===== src/rtl/uart_fc_pkg.sv =====
package uart_fc_pkg;

    typedef enum logic {
        CTL_XON  = 1'b0,
        CTL_XOFF = 1'b1
    } ctl_kind_e;

    typedef struct packed {
        logic      pend;
        ctl_kind_e kind;
    } ctl_slot_t;

    function automatic int lvl_width(input int depth);
        return $clog2(depth + 1);
    endfunction

endpackage


===== src/rtl/fc_cts_sync.sv =====
module fc_cts_sync #(
    parameter int STAGES = 2
) (
    input  logic clk,
    input  logic rst,
    input  logic d_in,
    output logic d_out
);
    logic [STAGES-1:0] stg;

    for (genvar i = 0; i < STAGES; i++) begin : g_stage
        if (i == 0) begin : g_first
            always_ff @(posedge clk) begin
                if (rst) stg[0] <= 1'b0;
                else     stg[0] <= d_in;
            end
        end else begin : g_next
            always_ff @(posedge clk) begin
                if (rst) stg[i] <= 1'b0;
                else     stg[i] <= stg[i-1];
            end
        end
    end

    assign d_out = stg[STAGES-1];
endmodule


===== src/rtl/fc_rx_throttle.sv =====
module fc_rx_throttle
    import uart_fc_pkg::*;
#(
    parameter int LVL_W = 7
) (
    input  logic             clk,
    input  logic             rst,
    input  logic             auto_rts,
    input  logic             sw_rx_en,
    input  logic [LVL_W-1:0] halt_lvl,
    input  logic [LVL_W-1:0] resume_lvl,
    input  logic [7:0]       xon_code,
    input  logic [7:0]       xoff_code,
    input  logic [LVL_W-1:0] level,
    input  logic             ack,
    output logic             rts_n,
    output logic             req,
    output logic [7:0]       req_char
);
    logic      halted, halted_nx;
    ctl_slot_t slot, slot_nx;

    always_comb begin
        halted_nx = halted;
        if (!halted && level >= halt_lvl)     halted_nx = 1'b1;
        else if (halted && level <= resume_lvl) halted_nx = 1'b0;
    end

    always_comb begin
        slot_nx = slot;
        if (ack) slot_nx.pend = 1'b0;
        if (sw_rx_en && (halted_nx != halted)) begin
            slot_nx.pend = 1'b1;
            slot_nx.kind = halted_nx ? CTL_XOFF : CTL_XON;
        end
    end

    always_ff @(posedge clk) begin
        if (rst) begin
            halted <= 1'b0;
            slot   <= '{pend: 1'b0, kind: CTL_XON};
        end else begin
            halted <= halted_nx;
            slot   <= slot_nx;
        end
    end

    assign rts_n    = auto_rts & halted;
    assign req      = slot.pend;
    assign req_char = (slot.kind == CTL_XOFF) ? xoff_code : xon_code;


    rts_halt_chk: assert property (@(posedge clk) disable iff (rst)
        (auto_rts && resume_lvl < halt_lvl && level >= halt_lvl) |=> (rts_n || !auto_rts));


    rts_resume_chk: assert property (@(posedge clk) disable iff (rst)
        (resume_lvl < halt_lvl && level <= resume_lvl) |=> !rts_n);


    req_hold_chk: assert property (@(posedge clk) disable iff (rst)
        (req && !ack) |=> req);
endmodule


===== src/rtl/fc_tx_gate.sv =====
module fc_tx_gate (
    input  logic       clk,
    input  logic       rst,
    input  logic       sw_tx_en,
    input  logic       any_resume,
    input  logic [7:0] xon_code,
    input  logic [7:0] xoff_code,
    input  logic       char_valid,
    input  logic [7:0] char_in,
    output logic       stopped,
    output logic       keep
);
    logic is_xoff, is_xon;

    assign is_xoff = char_valid && (char_in == xoff_code);
    assign is_xon  = char_valid && (char_in == xon_code);

    always_ff @(posedge clk) begin
        if (rst || !sw_tx_en)                   stopped <= 1'b0;
        else if (is_xoff)                       stopped <= 1'b1;
        else if (is_xon)                        stopped <= 1'b0;
        else if (char_valid && any_resume)      stopped <= 1'b0;
    end

    assign keep = char_valid && !(sw_tx_en && (is_xon || is_xoff));


    xoff_stop_chk: assert property (@(posedge clk) disable iff (rst)
        (sw_tx_en && char_valid && char_in == xoff_code) |=> stopped);


    release_chk: assert property (@(posedge clk) disable iff (rst)
        !sw_tx_en |=> !stopped);
endmodule


===== src/rtl/uart_flowctl.sv =====
module uart_flowctl
    import uart_fc_pkg::*;
#(
    parameter int FIFO_DEPTH  = 64,
    parameter int SYNC_STAGES = 2,
    localparam int LVL_W      = lvl_width(FIFO_DEPTH)
) (
    input  logic             clk,
    input  logic             rst,
    input  logic             cfg_auto_rts,
    input  logic             cfg_auto_cts,
    input  logic             cfg_sw_rx_en,
    input  logic             cfg_sw_tx_en,
    input  logic             cfg_any_resume,
    input  logic [LVL_W-1:0] cfg_halt_lvl,
    input  logic [LVL_W-1:0] cfg_resume_lvl,
    input  logic [7:0]       cfg_xon_code,
    input  logic [7:0]       cfg_xoff_code,
    input  logic [LVL_W-1:0] rx_level,
    input  logic             rx_char_valid,
    input  logic [7:0]       rx_char,
    input  logic             cts_n,
    input  logic             ctl_ack,
    output logic             rts_n,
    output logic             tx_enable,
    output logic             rx_char_keep,
    output logic             ctl_req,
    output logic [7:0]       ctl_char
);
    logic cts_n_s, sw_stopped;

    fc_cts_sync #(.STAGES(SYNC_STAGES)) sync_i (
        .clk(clk), .rst(rst), .d_in(cts_n), .d_out(cts_n_s)
    );

    fc_rx_throttle #(.LVL_W(LVL_W)) thr_i (
        .clk(clk), .rst(rst),
        .auto_rts(cfg_auto_rts), .sw_rx_en(cfg_sw_rx_en),
        .halt_lvl(cfg_halt_lvl), .resume_lvl(cfg_resume_lvl),
        .xon_code(cfg_xon_code), .xoff_code(cfg_xoff_code),
        .level(rx_level), .ack(ctl_ack),
        .rts_n(rts_n), .req(ctl_req), .req_char(ctl_char)
    );

    fc_tx_gate gate_i (
        .clk(clk), .rst(rst),
        .sw_tx_en(cfg_sw_tx_en), .any_resume(cfg_any_resume),
        .xon_code(cfg_xon_code), .xoff_code(cfg_xoff_code),
        .char_valid(rx_char_valid), .char_in(rx_char),
        .stopped(sw_stopped), .keep(rx_char_keep)
    );

    assign tx_enable = !(cfg_auto_cts && cts_n_s) && !sw_stopped;


    cts_block_chk: assert property (@(posedge clk) disable iff (rst)
        (cfg_auto_cts && cts_n_s) |-> !tx_enable);
endmodule


===== config.mk =====
export PLATFORM = sky130hd
export DESIGN_NAME = uart_flowctl
export DESIGN_NICKNAME = d
export VERILOG_FILES = /design/src/rtl/uart_fc_pkg.sv /design/src/rtl/fc_cts_sync.sv /design/src/rtl/fc_rx_throttle.sv /design/src/rtl/fc_tx_gate.sv /design/src/rtl/uart_flowctl.sv
export SDC_FILE = /design/constraint.sdc
export NUM_CORES = 1
export LEC_CHECK = 0
export ABC_CLOCK_PERIOD_IN_PS = 1900
export CORE_UTILIZATION = 45
export CTS_BUF_LIST = sky130_fd_sc_hd__clkbuf_4
export DETAILED_ROUTE_END_ITERATION = 8
export DONT_BUFFER_PORTS = 1
export REMOVE_ABC_BUFFERS = 1
export SLEW_MARGIN = 30
export SYNTH_ARGS = -nofsm -noshare
export SYNTH_HDL_FRONTEND = slang
export SYNTH_HIERARCHICAL = 1
export SYNTH_SLANG_ARGS = --single-unit

===== constraint.sdc =====
create_clock -name clk -period 1.9 [get_ports clk]
set_clock_uncertainty 0.1 [all_clocks]
set_input_delay 0.19 -clock clk [delete_from_list [all_inputs] [get_ports clk]]
set_output_delay 0.19 -clock clk [all_outputs]
set_load 0.05 [all_outputs]

==> results.toml <==
[global_route]
antenna_found_initial = 0
track_usage = 0.166
grt_pass1_vias = 652
overflow = 0
grt_first_pass_wirelength_um = 2640
grt_max_degree = 11

[route]
vias_per_cell = 5.55
vias = 771
drt-total-wl_um = 1800
drc = 0
avgRoutedWirePerCell_um = 13.0
drtPass1Iterations = 3
drtAntennaViolNets = 0
first_iter_violations = 6

[timing]
fin_setup_tns_ns = 0
period_needed_ns = 1.61
hold_violations = 0
post-route-period-util = 0.845
slew_violations = 0
rsz0062_at_grt = "false"
relSlewSlack = 0.592
hold_ws_ns = 0.0158
setup_viol = 0
fmax_mhz = 623
worstMarginPinSlew_ns = 0.612

[logic_synthesis]
yosysUniqueCellTypes = 32
async_reset_ff_frac = 0
synth-edff-count = 0
ys.flop_type = "dfxtp_1"
ys_warn_count = 6
synthCells = 107
ys_seq_area_frac = 0.130
netlist_area_um2 = 923
synth_area_per_cell_um2 = 8.63
ys_ff_latch = 6

[power_and_ir_drop]
switchingPower_mw = 0.246
switching_share = 0.434
p_seq_frac = 0.271
intPower_mw = 0.321
power_frac_comb = 0.518
p_leak_nw = 0.418
peakVddDrop_mv = 0.285
clockPowerShare = 0.211
power_density_nw_per_um2 = 570

[setup_path]
worstSetupEndpointType = "output port"
max_stage_delay_ns = 0.55
r2r_start = "thr_i/halted$_SDFF_PP0_"
slowest_stage = "dfxtp_1"
worst-path-stages = 1
worstSetupStartpoint = "thr_i/slot[0]$_SDFFE_PP0P_"
setup.worst_path.start_class = "register"
reg2reg_to = "thr_i/req$_SDFFE_PP0P_"
reg2reg_slack_ns = 0.84
critical-path-top-delay-family = "flip-flops"
critPathBufInv = 0
r2r_cells = 3
path_class = "register to output port"
crit_end = "ctl_char[3]"
crit_fanout = 10
crit_required_ns = 1.61
cp.arrival_ns = 1.32
crit_chain = "mux2_2"

[final_layout]
antenna_cells = 0
mostFrequentLayoutCells = "inv_1 (16), xnor2_1 (16), ha_1 (14), mux2_2 (8), dfxtp_1 (6)"
final_area_um2 = 993
drive_above_1_share = 0.179
area_growth_pct = 7.59
final_nets = 183

[die]
coreArea_um2 = 1940
die_h_um = 47.3
initial_core_util = 0.476
rows = 16
die_area_um2 = 2240
boundaryPins = 67
die_w_um = 47.3

[run]
maxCapViolCount = 0

[hold_path]
hp-class = "input pin to register"

[outcome]
status = "finished clean"

[clock_tree]
ctsHoldBuffers = 1
cts_tree = "done"
ctsHtreeMaxLevel = 1
cts_root_buf = "clkbuf_4"
ctsResizeCount = 0
clk_path_buf_depth = 2
clkTransAtPathRegs_ns = 0.05
clock_sinks = 6
numCtsBuffers = 3
cts_setup_buffers = 0
clock_latency_ns = 0.25

[placed_design]
gp_congestion = 0.742
place_area_um2 = 961
port-buffer-count = 0
dp_hpwl_um = 1570
-- cell type report --
cell class              instances  area (um^2)
clock buffers                   3         22.5
fillers                       192          948
inverters                      16         60.1
well taps                      27         33.8
multi-input cells              84          732
repair buffers                  3         25.0
flip-flops and latches          6          120
-- worst reg2reg max path: stages, from the launching register on --
cell and delay (ns):
dfxtp_1 0.41, o21ai_0 0.16, o21ai_2 0.18, a221oi_2 0.09
-- worst min path at each step --
| stage | start | to | cells past startpoint |
|---|---|---|---|
| finish | cts_n | sync_i/stg[0]$_SDFF_PP0_ | 1 |
| global route | cts_n | sync_i/stg[0]$_SDFF_PP0_ | 1 |
| CTS | cfg_sw_rx_en | thr_i/req$_SDFFE_PP0P_ | 2 |
| detailed placement | rst | thr_i/req$_SDFFE_PP0P_ | 1 |
| global placement | rst | thr_i/req$_SDFFE_PP0P_ | 1 |
| floorplan | rst | thr_i/req$_SDFFE_PP0P_ | 1 |
-- flip-flops by register name, indices dropped and copies added (netlist names) --
| signal | cells |
|---|---|
| gate_i/stopped | 1 |
| sync_i/d_out | 1 |
| sync_i/stg | 1 |
| thr_i/halted | 1 |
| thr_i/req | 1 |
| thr_i/slot | 1 |
-- layer usage --
layer / wire length [um] / vias up / track usage
li1: - / 394 / -
met5: 0 / - / 0
met4: 25 / 0 / 0.0857
met1: 820 / 337 / 0.222
met3: 145 / 4 / 0.0231
met2: 813 / 36 / 0.258
-- synthesized netlist by cell type (2+ instances only) --
| cell type | count | area share |
|---|---|---|
| nand2_1 | 2 | 0.0081 |
| nor2b_1 | 3 | 0.020 |
| mux2_2 | 8 | 0.098 |
| nand3b_1 | 3 | 0.024 |
| inv_1 | 16 | 0.065 |
| nor2_1 | 5 | 0.020 |
| nand2b_1 | 2 | 0.014 |
| o21ai_0 | 4 | 0.022 |
| nand4_1 | 5 | 0.034 |
| nand3_1 | 2 | 0.011 |
| ha_1 | 14 | 0.19 |
| xnor2_1 | 16 | 0.15 |
| dfxtp_1 | 6 | 0.13 |
| a21oi_1 | 3 | 0.016 |
-- logic make-up after synthesis --
group                    after synthesis  synth area share
AO/OA/AOI/OAI                         18             0.171
XOR/XNOR                              16             0.152
adder cells (fa/ha/maj)               14             0.190
buffers and inverters                 17            0.0772
flip-flops                             6             0.130
multiplexers                           8            0.0976
AND/OR/NAND/NOR                       28             0.183
-- per-stage QoR --
step | total power, mW | util | std cells | setup slack (ns)
2_1_floorplan | 0.415 | - | 106 | 0.239
3_3_place_gp | 0.443 | 0.495 | 135 | 0.184
3_5_place_dp | 0.447 | 0.495 | 135 | 0.125
4_1_cts | 0.575 | 0.512 | 139 | 0.261
5_1_grt | 0.607 | 0.512 | 139 | 0.220
6_report | 0.567 | 0.512 | 139 | 0.294
-- power groups by stage --
| stage | clock network, mW | registers, mW | logic (mW) |
|---|---|---|---|
| after floorplan | 0 | 0.158 | 0.257 |
| after global routing | 0.131 | 0.157 | 0.320 |
| after detailed placement | 0 | 0.157 | 0.290 |
| final | 0.119 | 0.154 | 0.294 |
| after global placement | 0 | 0.156 | 0.287 |
| after CTS | 0.126 | 0.154 | 0.295 |
(Power assumes the default switching activity.)
